==> src/rtl/dfd_pkg.sv <==
package dfd_pkg;
   typedef enum logic [2:0] {
      S_IDLE, S_FETCH, S_CHECK, S_RD, S_OUT, S_NEXT, S_ERR
   } dfd_state_e;

   // descriptor word positions (the chain layout depends on these)
   localparam int unsigned WI_NEXT = 0;
   localparam int unsigned WI_SRC  = 1;
   localparam int unsigned WI_CMD  = 3;
   localparam int unsigned WI_CNT  = 6;
   localparam int unsigned DESC_WORDS = 8;

   // control bits inside the command word
   localparam int unsigned CB_EOF = 30;
   localparam int unsigned CB_CMD = 29;
   localparam int unsigned CB_FRM = 26;

   function automatic int unsigned beats_per_word(input int unsigned bits);
      if (bits <= 8)       return 4;
      else if (bits <= 16) return 2;
      else                 return 1;
   endfunction
endpackage

==> src/rtl/dfd_desc_regs.sv <==
module dfd_desc_regs
   import dfd_pkg::*;
(
   input  logic        clk,
   input  logic        rst_n,
   input  logic        we,
   input  logic [2:0]  idx,
   input  logic [31:0] wdata,
   output logic [31:0] next_addr,
   output logic [31:0] src_addr,
   output logic [31:0] cmd_word,
   output logic [31:0] cnt_word
);
   always_ff @(posedge clk or negedge rst_n) begin
      if (!rst_n) begin
         next_addr <= '0;
         src_addr  <= '0;
         cmd_word  <= '0;
         cnt_word  <= '0;
      end else if (we) begin
         case (idx)
            3'(WI_NEXT): next_addr <= wdata;
            3'(WI_SRC):  src_addr  <= wdata;
            3'(WI_CMD):  cmd_word  <= wdata;
            3'(WI_CNT):  cnt_word  <= wdata;
            default: ;
         endcase
      end
   end
endmodule

==> src/rtl/dfd_beat_slice.sv <==
module dfd_beat_slice
   import dfd_pkg::*;
#(
   parameter int unsigned CMD_BITS = 8
) (
   input  logic [31:0] word,
   input  logic [1:0]  sub,
   input  logic        is_cmd,
   output logic [31:0] beat
);
   localparam int unsigned BPW  = beats_per_word(CMD_BITS);
   localparam int unsigned STEP = 32 / BPW;
   localparam logic [31:0] MASK = 32'((64'd1 << CMD_BITS) - 64'd1);

   logic [31:0] shifted;

   generate
      if (!(CMD_BITS == 8 || CMD_BITS == 9 || CMD_BITS == 16 ||
            CMD_BITS == 18 || CMD_BITS == 24)) begin : g_bad_width
         $error("dfd_beat_slice: CMD_BITS must be 8, 9, 16, 18 or 24");
      end
      if (BPW == 1) begin : g_whole
         assign shifted = word;
      end else begin : g_split
         assign shifted = word >> (32'(sub) * STEP);
      end
   endgenerate

   assign beat = is_cmd ? (shifted & MASK) : word;
endmodule

==> src/rtl/dfd_status.sv <==
module dfd_status (
   input  logic clk,
   input  logic rst_n,
   input  logic eof_set,
   input  logic eof_clr,
   input  logic qd_set,
   input  logic qd_clr,
   input  logic err_set,
   input  logic err_clr,
   output logic eof_flag,
   output logic qd_flag,
   output logic err_flag
);
   always_ff @(posedge clk or negedge rst_n) begin
      if (!rst_n) begin
         eof_flag <= 1'b0;
         qd_flag  <= 1'b0;
         err_flag <= 1'b0;
      end else begin
         if (eof_set)      eof_flag <= 1'b1;
         else if (eof_clr) eof_flag <= 1'b0;
         if (qd_set)       qd_flag  <= 1'b1;
         else if (qd_clr)  qd_flag  <= 1'b0;
         if (err_set)      err_flag <= 1'b1;
         else if (err_clr) err_flag <= 1'b0;
      end
   end
endmodule

==> src/rtl/dfd_engine.sv <==
module dfd_engine
   import dfd_pkg::*;
#(
   parameter int unsigned CMD_BITS = 8,
   parameter int unsigned CNT_W    = 16
) (
   input  logic        clk,
   input  logic        rst_n,
   input  logic        enable,
   input  logic [31:0] start_addr,
   input  logic        eof_clr,
   output logic        mem_req,
   output logic [31:0] mem_addr,
   input  logic        mem_ack,
   input  logic [31:0] mem_rdata,
   output logic        out_valid,
   input  logic        out_ready,
   output logic [31:0] out_data,
   output logic        out_is_cmd,
   output logic        busy,
   output logic        eof_flag,
   output logic        qd_flag,
   output logic        err_flag,
   output logic [1:0]  pix_fmt
);
   localparam int unsigned BPW = beats_per_word(CMD_BITS);
   localparam logic [1:0]  LAST_SUB = 2'(BPW - 1);

   generate
      if (CNT_W < 1 || CNT_W > 26) begin : g_bad_cnt
         $error("dfd_engine: CNT_W must lie in 1..26");
      end
   endgenerate

   dfd_state_e        state;
   logic [2:0]        fidx;
   logic [31:0]       desc_addr, src_ptr, hold;
   logic              first, cur_cmd, cur_eof;
   logic [CNT_W-1:0]  rem;
   logic [1:0]        sub;

   logic [31:0] d_next, d_src, d_cmd, d_cnt;
   logic        fetch_we;
   logic        eof_set, qd_set, qd_clr, err_set, err_clr;

   assign fetch_we = (state == S_FETCH) && mem_ack;

   dfd_desc_regs u_desc (
      .clk(clk), .rst_n(rst_n), .we(fetch_we), .idx(fidx), .wdata(mem_rdata),
      .next_addr(d_next), .src_addr(d_src), .cmd_word(d_cmd), .cnt_word(d_cnt)
   );

   dfd_beat_slice #(.CMD_BITS(CMD_BITS)) u_slice (
      .word(hold), .sub(sub), .is_cmd(cur_cmd), .beat(out_data)
   );

   dfd_status u_status (
      .clk(clk), .rst_n(rst_n),
      .eof_set(eof_set), .eof_clr(eof_clr),
      .qd_set(qd_set), .qd_clr(qd_clr),
      .err_set(err_set), .err_clr(err_clr),
      .eof_flag(eof_flag), .qd_flag(qd_flag), .err_flag(err_flag)
   );

   logic beat_take, last_beat;
   assign out_valid  = (state == S_OUT);
   assign out_is_cmd = cur_cmd;
   assign beat_take  = out_valid && out_ready;
   assign last_beat  = (rem == CNT_W'(1));
   assign busy       = (state != S_IDLE) && (state != S_ERR);

   always_comb begin
      mem_req  = 1'b0;
      mem_addr = '0;
      if (state == S_FETCH) begin
         mem_req  = 1'b1;
         mem_addr = desc_addr + {27'd0, fidx, 2'b00};
      end else if (state == S_RD) begin
         mem_req  = 1'b1;
         mem_addr = src_ptr;
      end
   end

   always_comb begin
      eof_set = beat_take && last_beat && !cur_cmd && cur_eof;
      qd_set  = (state == S_NEXT) && !enable;
      qd_clr  = (state == S_IDLE) && enable;
      err_clr = qd_clr;
      err_set = ((state == S_IDLE) && enable && (start_addr[4:0] != 5'd0))
             || ((state == S_NEXT) && enable && (d_next[4:0] != 5'd0))
             || ((state == S_CHECK) && first && !d_cmd[CB_CMD]);
   end

   always_ff @(posedge clk or negedge rst_n) begin
      if (!rst_n) begin
         state     <= S_IDLE;
         fidx      <= '0;
         desc_addr <= '0;
         src_ptr   <= '0;
         hold      <= '0;
         first     <= 1'b0;
         cur_cmd   <= 1'b0;
         cur_eof   <= 1'b0;
         rem       <= '0;
         sub       <= '0;
         pix_fmt   <= 2'd0;
      end else begin
         case (state)
            S_IDLE: if (enable) begin
               if (start_addr[4:0] != 5'd0) state <= S_ERR;
               else begin
                  desc_addr <= start_addr;
                  fidx      <= '0;
                  first     <= 1'b1;
                  state     <= S_FETCH;
               end
            end
            S_FETCH: if (mem_ack) begin
               fidx <= fidx + 3'd1;
               if (fidx == 3'(DESC_WORDS - 1)) state <= S_CHECK;
            end
            S_CHECK: begin
               first   <= 1'b0;
               src_ptr <= d_src;
               cur_cmd <= d_cmd[CB_CMD];
               cur_eof <= d_cmd[CB_EOF];
               if (first && !d_cmd[CB_CMD]) state <= S_ERR;
               else if (d_cmd[CB_CMD]) begin
                  rem   <= d_cnt[CNT_W-1:0];
                  state <= (d_cnt[CNT_W-1:0] == '0) ? S_NEXT : S_RD;
               end else begin
                  case (d_cnt[30:27])
                     4'b0100: pix_fmt <= 2'd0;
                     4'b0101: pix_fmt <= 2'd1;
                     4'b1100: pix_fmt <= 2'd2;
                     default: pix_fmt <= 2'd3;
                  endcase
                  rem   <= d_cmd[CNT_W-1:0];
                  state <= (d_cmd[CB_FRM] && d_cmd[CNT_W-1:0] != '0) ? S_RD : S_NEXT;
               end
            end
            S_RD: if (mem_ack) begin
               hold    <= mem_rdata;
               src_ptr <= src_ptr + 32'd4;
               sub     <= '0;
               state   <= S_OUT;
            end
            S_OUT: if (out_ready) begin
               rem <= rem - CNT_W'(1);
               if (last_beat) state <= S_NEXT;
               else if (cur_cmd && sub != LAST_SUB) sub <= sub + 2'd1;
               else state <= S_RD;
            end
            S_NEXT: begin
               if (!enable) state <= S_IDLE;
               else if (d_next[4:0] != 5'd0) state <= S_ERR;
               else begin
                  desc_addr <= d_next;
                  fidx      <= '0;
                  state     <= S_FETCH;
               end
            end
            S_ERR: if (!enable) state <= S_IDLE;
            default: state <= S_IDLE;
         endcase
      end
   end

   // every descriptor fetch begins on a 32-byte boundary
   a_r2_fetch_aligned: assert property (@(posedge clk) disable iff (!rst_n)
      (mem_req && state == S_FETCH && fidx == 3'd0) |-> (mem_addr[4:0] == 5'd0));

   // a halted engine emits nothing and is not busy
   a_r3_err_silent: assert property (@(posedge clk) disable iff (!rst_n)
      err_flag |-> (!out_valid && !busy));

   // a stalled beat is held unchanged
   a_r10_hold: assert property (@(posedge clk) disable iff (!rst_n)
      (out_valid && !out_ready) |=> (out_valid && $stable(out_data) && $stable(out_is_cmd)));

   // the stopped flag never coexists with activity
   a_r11_qd_idle: assert property (@(posedge clk) disable iff (!rst_n)
      qd_flag |-> !busy);

   // end of frame only follows an accepted beat
   a_r8_eof_after_beat: assert property (@(posedge clk) disable iff (!rst_n)
      $rose(eof_flag) |-> $past(out_valid && out_ready));
endmodule

==> config.mk <==
export PLATFORM = sky130hd
export DESIGN_NAME = dfd_engine
export DESIGN_NICKNAME = d
export VERILOG_FILES = /design/src/rtl/dfd_pkg.sv /design/src/rtl/dfd_desc_regs.sv /design/src/rtl/dfd_beat_slice.sv /design/src/rtl/dfd_status.sv /design/src/rtl/dfd_engine.sv
export SDC_FILE = /design/constraint.sdc
export NUM_CORES = 1
export LEC_CHECK = 0
export BUFFER_PORTS_ARGS = -buffer_cell sky130_fd_sc_hd__buf_2
export CAP_MARGIN = 20
export CORE_MARGIN = 5
export CORE_UTILIZATION = 45
export CTS_CLUSTER_SIZE = 40
export DETAILED_ROUTE_END_ITERATION = 8
export PLACE_DENSITY = 0.62
export SETUP_SLACK_MARGIN = 0.3
export SLEW_MARGIN = 10
export SYNTH_ARGS = -nofsm -noshare
export SYNTH_HDL_FRONTEND = slang
export SYNTH_HIERARCHICAL = 1
export SYNTH_SLANG_ARGS = --single-unit
==> constraint.sdc <==
create_clock -name clk -period 2.9 [get_ports clk]
set_input_delay 0.145 -clock clk [delete_from_list [all_inputs] [get_ports clk]]
set_output_delay 0.145 -clock clk [all_outputs]
set_load 0.02 [all_outputs]
==> results of run 1 <==
[registers in the layout, summed over array words and instances, names as in the netlist, 2 cells and up]
name              flops
desc_addr            32
fidx                  3
hold                 32
pix_fmt               2
rem                  16
src_ptr              32
state                 3
sub                   2
u_desc/cmd_word      19
u_desc/cnt_word      20
u_desc/next_addr     32
u_desc/src_addr      32
[through the flow]
stage / setup WS, ps / util / instances
6_report: 153.0 / 0.5521 / 1760
4_1_cts: 138.0 / 0.5478 / 1758
3_5_place_dp: 361.6 / 0.4926 / 1661
3_3_place_gp: 411.2 / 0.4926 / 1661
2_1_floorplan: 331.7 / - / 1189
5_1_grt: 90.89 / 0.5521 / 1760
[power by group through the flow]
stage	combinational [mW]	clock, mW	sequential [mW]
after floorplan	4.82	0	5.34
after global placement	6.27	0	5.87
after detailed placement	6.36	0	5.90
after CTS	6.58	3.33	5.86
after global routing	7.31	3.47	6.07
final	6.69	3.26	5.92
[layer usage]
metal,up-vias,track usage,share of wire
li1,4688,-,-
met1,5025,0.3592,0.45
met2,395,0.3739,0.44
met3,84,0.03824,0.071
met4,0,0.09317,0.042
met5,-,0,0
[worst register-to-register path, delay by kind of cell, from the launching register on]
family,cells,cell delay (ps)
DFF,1,470
and+or+nand+nor,1,440
buffers and inverters,3,640
AOI/OAI and AO/OA,3,660
[placed cells by master (no fill, tap or decap), drive strengths merged, types with 25 or more instances in the layout]
cell type    count
mux2           137
nor2b           37
dfrtp          231
nand2           89
clkbuf          30
mux2i           61
a21oi           95
nor2            68
dlygate4sd3     47
nor4            30
xnor2           25
o21ai           66
inv             28
buf            186
[cell type report]
type | instances | area [um^2]
fillers | 2460 | 12370
multi-input cells | 845 | 6365
flip-flops and latches | 231 | 5789
repair buffers | 233 | 1682
clock buffers | 30 | 674.4
well taps | 378 | 473.0
clock inverters | 14 | 161.4
inverters | 29 | 110.1
[final timing paths]
| kind | startpoint | endpoint | slack (ps) | cells past startpoint |
|---|---|---|---|---|
| hold reg to reg | u_desc/src_addr[27] | src_ptr[27] | 460 | 2 |
| setup / recovery | desc_addr[2] | mem_addr[18] | 150 | 10 |
| max in group asynchronous | rst_n | desc_addr[12] | 1890 | 3 |
| hold / removal | mem_rdata[27] | u_desc/next_addr[27] | 3 | 2 |
| setup reg to reg | state[0] | rem[3] | 570 | 7 |
| min in group asynchronous | rst_n | rem[6] | 200 | 2 |
[what timing repair did]
action / CTS / global route
pin swaps: 30 / 22
hold buffers: 47 / 0
gates resized for setup: 45 / 31
setup buffers: 6 / 2
hold endpoints to repair: 173 / 0
endpoints found under the setup margin: 26 / 28
==> run_summary.xml, run 1 <==
<?xml version="1.0" encoding="UTF-8"?>
<metrics>
  <group name="run_status">
    <metric name="run_status" unit="">complete, no violations</metric>
  </group>
  <group name="worst_setup_path">
    <metric name="start_kind" unit="">flip-flop</metric>
    <metric name="critical-path-top-cell-by-count" unit="">buf_4</metric>
    <metric name="crit_arrival" unit="ps">2600</metric>
    <metric name="timing.critical_path.slowest_cell_delay" unit="ps">390</metric>
    <metric name="timing.critical_path.cells" unit="">ha_4 -&gt; inv_2 -&gt; fa_2 -&gt; nor2b_1 -&gt; buf_4 -&gt; o21ai_4 -&gt; nor3_2 -&gt; xnor2_1 -&gt; a21oi_1 -&gt; buf_4</metric>
    <metric name="path_delay_family" unit="">adder cells</metric>
    <metric name="critical_path_peak_fanout" unit="">8</metric>
    <metric name="worst_path_required_time" unit="ps">2760</metric>
    <metric name="timing_worst_setup_path_type" unit="">reg2out</metric>
    <metric name="crit_end_category" unit="">primary output</metric>
    <metric name="timing.critical_path.buf_inv" unit="">3</metric>
    <metric name="slowest_stage" unit="">dfrtp_1</metric>
  </group>
  <group name="power">
    <metric name="p_leak" unit="nW">6.600</metric>
    <metric name="power.share.combinational" unit="">0.421</metric>
    <metric name="power.ir.vdd_worst" unit="V">0.0006384</metric>
    <metric name="total_power_density_per_cell_area" unit="mW/mm^2">1041</metric>
    <metric name="p_sw" unit="mW">6.586</metric>
    <metric name="switching_share" unit="">0.4149</metric>
    <metric name="share_clk_of_total_power" unit="">0.206</metric>
    <metric name="pwr-share-seq" unit="">0.373</metric>
    <metric name="internal_power" unit="mW">9.288</metric>
    <metric name="final_power" unit="mW">15.87</metric>
  </group>
  <group name="routing">
    <metric name="route.antenna.remaining_nets" unit="">0</metric>
    <metric name="wire_per_inst" unit="um">22.12</metric>
    <metric name="postRouteWirelength" unit="mm">38.94</metric>
    <metric name="drc" unit="">0</metric>
    <metric name="drt_pass1_iterations" unit="">5</metric>
    <metric name="drt-vias-per-instance" unit="">5.791</metric>
    <metric name="dr_total_vias" unit="">10190</metric>
    <metric name="drt_iter0_markers" unit="">815</metric>
  </group>
  <group name="place">
    <metric name="finalWeightedCongestion" unit="">0.8778</metric>
    <metric name="placement.io_buffers" unit="">142</metric>
    <metric name="dp_hpwl" unit="mm">26.96</metric>
    <metric name="placed_area" unit="mm^2">0.01361</metric>
  </group>
  <group name="cells_and_area">
    <metric name="post_route_cells_drive_above_1_share" unit="">0.3119</metric>
    <metric name="areaGrowthSynthToFinish" unit="%">21.80</metric>
    <metric name="fin_nets" unit="">1445</metric>
    <metric name="antenna_cells_inserted" unit="">0</metric>
    <metric name="layout.cell_area.non_filler" unit="mm^2">0.01525</metric>
  </group>
  <group name="synth">
    <metric name="yosysWarnings" unit="">6</metric>
    <metric name="avgSynthCellArea" unit="um^2">10.53</metric>
    <metric name="mappedNetlistArea" unit="mm^2">0.01252</metric>
    <metric name="synthCells" unit="">1189</metric>
    <metric name="syn-num-nets" unit="">1269</metric>
  </group>
  <group name="sta">
    <metric name="transition_time_at_the_pin_with_the_least_slew_margin" unit="ps">696.9</metric>
    <metric name="finalMaxSlewViolations" unit="">0</metric>
    <metric name="timing.hold.ws" unit="ps">2.680</metric>
    <metric name="hold_violations" unit="">0</metric>
    <metric name="tns" unit="ps">0</metric>
    <metric name="report.final.setup_viol" unit="">0</metric>
    <metric name="setup_repair_after_global_routing_missed_its_margin" unit="">yes</metric>
    <metric name="skew" unit="ps">19.96</metric>
    <metric name="fmax" unit="MHz">364.0</metric>
    <metric name="final.min_clock_period" unit="ps">2747</metric>
    <metric name="slew_headroom" unit="">0.5323</metric>
    <metric name="post-route-period-util" unit="">0.9472</metric>
  </group>
  <group name="clocking">
    <metric name="clock_tree.htree_level_count" unit="">1</metric>
    <metric name="tritoncts" unit="">built</metric>
    <metric name="cts_root_buf" unit="">clkbuf_16</metric>
    <metric name="clkSlewWorstSetupHoldPaths" unit="ps">60</metric>
    <metric name="clock_latency" unit="ps">530</metric>
    <metric name="tritoncts.num_buffers" unit="">25</metric>
    <metric name="clock_path_buffers" unit="">3</metric>
    <metric name="clock_sink_count" unit="">231</metric>
  </group>
  <group name="global_route">
    <metric name="first_global_vias" unit="">9993</metric>
    <metric name="grtUsageTotal" unit="">0.2469</metric>
    <metric name="grt_antenna_before_repair" unit="">1</metric>
    <metric name="gr-total-overflow" unit="">0</metric>
    <metric name="wire_length_of_the_first_global_routing_pass" unit="mm">60.44</metric>
    <metric name="largest_net_degree_at_the_start_of_global_routing" unit="">87</metric>
  </group>
  <group name="min_path">
    <metric name="hold_path.class" unit="">in2reg</metric>
  </group>
  <group name="floorplan">
    <metric name="fp-row-count" unit="">61</metric>
    <metric name="initial_utilization" unit="">0.4533</metric>
    <metric name="design.die.area" unit="mm^2">0.03127</metric>
    <metric name="core_region_area" unit="mm^2">0.02763</metric>
    <metric name="die_w" unit="um">176.8</metric>
    <metric name="pin_count" unit="">143</metric>
    <metric name="dieHeight" unit="um">176.8</metric>
  </group>
  <group name="run">
    <metric name="drv_cap" unit="">0</metric>
  </group>
</metrics>
No activity file was read; power rests on OpenSTA's default activity.
==> inputs of run 2 (changes only) <==
CTS_BUF_LIST = sky130_fd_sc_hd__clkbuf_16   (was unset)
HOLD_SLACK_MARGIN = 0.03   (was unset)
==> run_summary.xml, run 2 (same netlist as run 1, synthesis figures left out) <==
<?xml version="1.0" encoding="UTF-8"?>
<metrics>
  <group name="clocking">
    <metric name="clock_latency" unit="ps">530</metric>
    <metric name="tritoncts.num_buffers" unit="">25</metric>
    <metric name="clock_path_buffers" unit="">3</metric>
    <metric name="clock_sink_count" unit="">231</metric>
    <metric name="clock_tree.htree_level_count" unit="">1</metric>
    <metric name="clkSlewWorstSetupHoldPaths" unit="ps">60</metric>
    <metric name="cts_root_buf" unit="">clkbuf_16</metric>
    <metric name="tritoncts" unit="">built</metric>
  </group>
  <group name="global_route">
    <metric name="grtUsageTotal" unit="">0.2469</metric>
    <metric name="first_global_vias" unit="">10040</metric>
    <metric name="wire_length_of_the_first_global_routing_pass" unit="mm">60.44</metric>
    <metric name="largest_net_degree_at_the_start_of_global_routing" unit="">87</metric>
    <metric name="grt_antenna_before_repair" unit="">1</metric>
    <metric name="gr-total-overflow" unit="">0</metric>
  </group>
  <group name="place">
    <metric name="dp_hpwl" unit="mm">26.96</metric>
    <metric name="placed_cells" unit="">1661</metric>
    <metric name="preCtsSetupSlack" unit="ps">361.6</metric>
    <metric name="finalWeightedCongestion" unit="">0.8778</metric>
    <metric name="placement.io_buffers" unit="">142</metric>
  </group>
  <group name="worst_setup_path">
    <metric name="crit_arrival" unit="ps">2600</metric>
    <metric name="critical_path_peak_fanout" unit="">5</metric>
    <metric name="timing_worst_setup_path_type" unit="">reg2out</metric>
    <metric name="path_delay_family" unit="">adder cells</metric>
    <metric name="worst_path_required_time" unit="ps">2760</metric>
    <metric name="timing.critical_path.slowest_cell_delay" unit="ps">380</metric>
    <metric name="start_kind" unit="">flip-flop</metric>
    <metric name="crit_end_category" unit="">primary output</metric>
    <metric name="critical-path-top-cell-by-count" unit="">buf_4</metric>
    <metric name="slowest_stage" unit="">dfrtp_1</metric>
    <metric name="timing.critical_path.cells" unit="">ha_4 -&gt; inv_2 -&gt; fa_2 -&gt; nor2b_1 -&gt; buf_4 -&gt; buf_4 -&gt; o2111ai_2 -&gt; xnor2_1 -&gt; nand2_1 -&gt; a21oi_2 -&gt; buf_4</metric>
    <metric name="timing.critical_path.buf_inv" unit="">4</metric>
  </group>
  <group name="routing">
    <metric name="dr_total_vias" unit="">10290</metric>
    <metric name="wire_per_inst" unit="um">22.04</metric>
    <metric name="dr_wl_met3" unit="mm">2.873</metric>
    <metric name="route.antenna.remaining_nets" unit="">0</metric>
    <metric name="dr.max_layer_used" unit="">met4</metric>
    <metric name="drc" unit="">0</metric>
    <metric name="met1_wl" unit="mm">17.41</metric>
    <metric name="drt_iter0_markers" unit="">897</metric>
    <metric name="met2RoutedLength" unit="mm">17.01</metric>
    <metric name="drt_pass1_iterations" unit="">5</metric>
    <metric name="postRouteWirelength" unit="mm">38.96</metric>
    <metric name="drt-vias-per-instance" unit="">5.818</metric>
  </group>
  <group name="min_path">
    <metric name="hold_path.class" unit="">in2reg</metric>
  </group>
  <group name="sta">
    <metric name="setup_slack" unit="ps">158.6</metric>
    <metric name="timing.hold.ws" unit="ps">54.11</metric>
    <metric name="skew" unit="ps">18.52</metric>
    <metric name="fmax" unit="MHz">364.8</metric>
    <metric name="transition_time_at_the_pin_with_the_least_slew_margin" unit="ps">703.2</metric>
    <metric name="tns" unit="ps">0</metric>
    <metric name="final.min_clock_period" unit="ps">2741</metric>
    <metric name="finalMaxSlewViolations" unit="">0</metric>
    <metric name="slew_headroom" unit="">0.5281</metric>
    <metric name="hold_violations" unit="">0</metric>
    <metric name="post-route-period-util" unit="">0.9453</metric>
    <metric name="setup_repair_after_global_routing_missed_its_margin" unit="">yes</metric>
    <metric name="report.final.setup_viol" unit="">0</metric>
  </group>
  <group name="cells_and_area">
    <metric name="highest_count_cells_in_the_layout_ignoring_fill_and_taps" unit="">dfrtp_1 (224), mux2_2 (130), buf_2 (119), a21oi_1 (88), nand2_1 (88)</metric>
    <metric name="layoutNonFillerInstCount" unit="">1768</metric>
    <metric name="final_util" unit="">0.5539</metric>
    <metric name="post_route_cells_drive_above_1_share" unit="">0.3079</metric>
    <metric name="antenna_cells_inserted" unit="">0</metric>
    <metric name="multiInputGateArea" unit="mm^2">0.006365</metric>
    <metric name="areaGrowthSynthToFinish" unit="%">22.20</metric>
    <metric name="fin_nets" unit="">1453</metric>
    <metric name="most_common_cell_after_layout_fill_and_taps_aside" unit="">dfrtp_1</metric>
    <metric name="ff_latch_area" unit="mm^2">0.005789</metric>
    <metric name="n_fill_cell" unit="">2444</metric>
  </group>
  <group name="floorplan">
    <metric name="fp-row-count" unit="">61</metric>
    <metric name="design.die.area" unit="mm^2">0.03127</metric>
    <metric name="pin_count" unit="">143</metric>
    <metric name="initial_utilization" unit="">0.4533</metric>
    <metric name="die_w" unit="um">176.8</metric>
    <metric name="dieHeight" unit="um">176.8</metric>
    <metric name="core_region_area" unit="mm^2">0.02763</metric>
  </group>
  <group name="power">
    <metric name="total_power_density_per_cell_area" unit="mW/mm^2">1031</metric>
    <metric name="power.ir.vdd_worst" unit="V">0.0006067</metric>
    <metric name="p_leak" unit="nW">6.625</metric>
  </group>
  <group name="run">
    <metric name="drv_cap" unit="">0</metric>
  </group>
  <group name="run_status">
    <metric name="run_status" unit="">complete, no violations</metric>
  </group>
</metrics>
-- run 2: final cells by class --
cell class | count | area share
Tap cell | 378 | 0.03090
Multi-Input combinational cell | 845 | 0.4159
Clock buffer | 25 | 0.04088
Clock inverter | 19 | 0.01177
Sequential cell | 231 | 0.3783
Timing Repair Buffer | 241 | 0.1151
Inverter | 29 | 0.007194
-- run 2: final timing paths --
path,from,end,slack [ps],cells after the start
setup reg to reg,state[2],state[0],580,8
min in group asynchronous,rst_n,rem[6],200,2
setup / recovery,desc_addr[2],mem_addr[10],160,11
max in group asynchronous,rst_n,desc_addr[12],1880,3
hold / removal,mem_rdata[7],u_desc/src_addr[7],50,2
hold reg to reg,u_desc/src_addr[27],src_ptr[27],460,2
-- run 2: where the power goes --
group          leakage [nW]  internal (mW)  switching [mW]
combinational          3.33           2.86            3.83
sequential             2.90           4.51            1.41
clock                 0.390           1.84            1.33
-- run 2: per-stage QoR --
stage	cell area [um^2]	total power, mW
after global placement	13610	12.14
final	15300	15.78
after CTS	15190	15.68
after detailed placement	13610	12.25
after floorplan	12520	10.16
after global routing	15300	16.77
-- run 2: timing repair --
item                                    in CTS  in global routing
endpoints found under the setup margin      26                 28
hold endpoints to repair                   200                  0
setup buffers                                6                  2
hold buffers                                55                  0
pin swaps                                   30                 22
resized for setup                           45                 31
-- run 2: worst reg2reg max path, delay by kind of cell (launching register included) --
kind | cells | cell delay (ps)
buffers and inverters | 3 | 830
AND/OR/NAND/NOR | 2 | 420
flip-flops | 1 | 320
AO/OA/AOI/OAI | 3 | 680
-- run 2: routing by layer --
| layer | vias to the layer above | global-route usage |
|---|---|---|
| li1 | 4704 | - |
| met1 | 5081 | 0.3607 |
| met2 | 413 | 0.3688 |
| met3 | 89 | 0.03974 |
| met4 | 0 | 0.09736 |
| met5 | - | 0 |
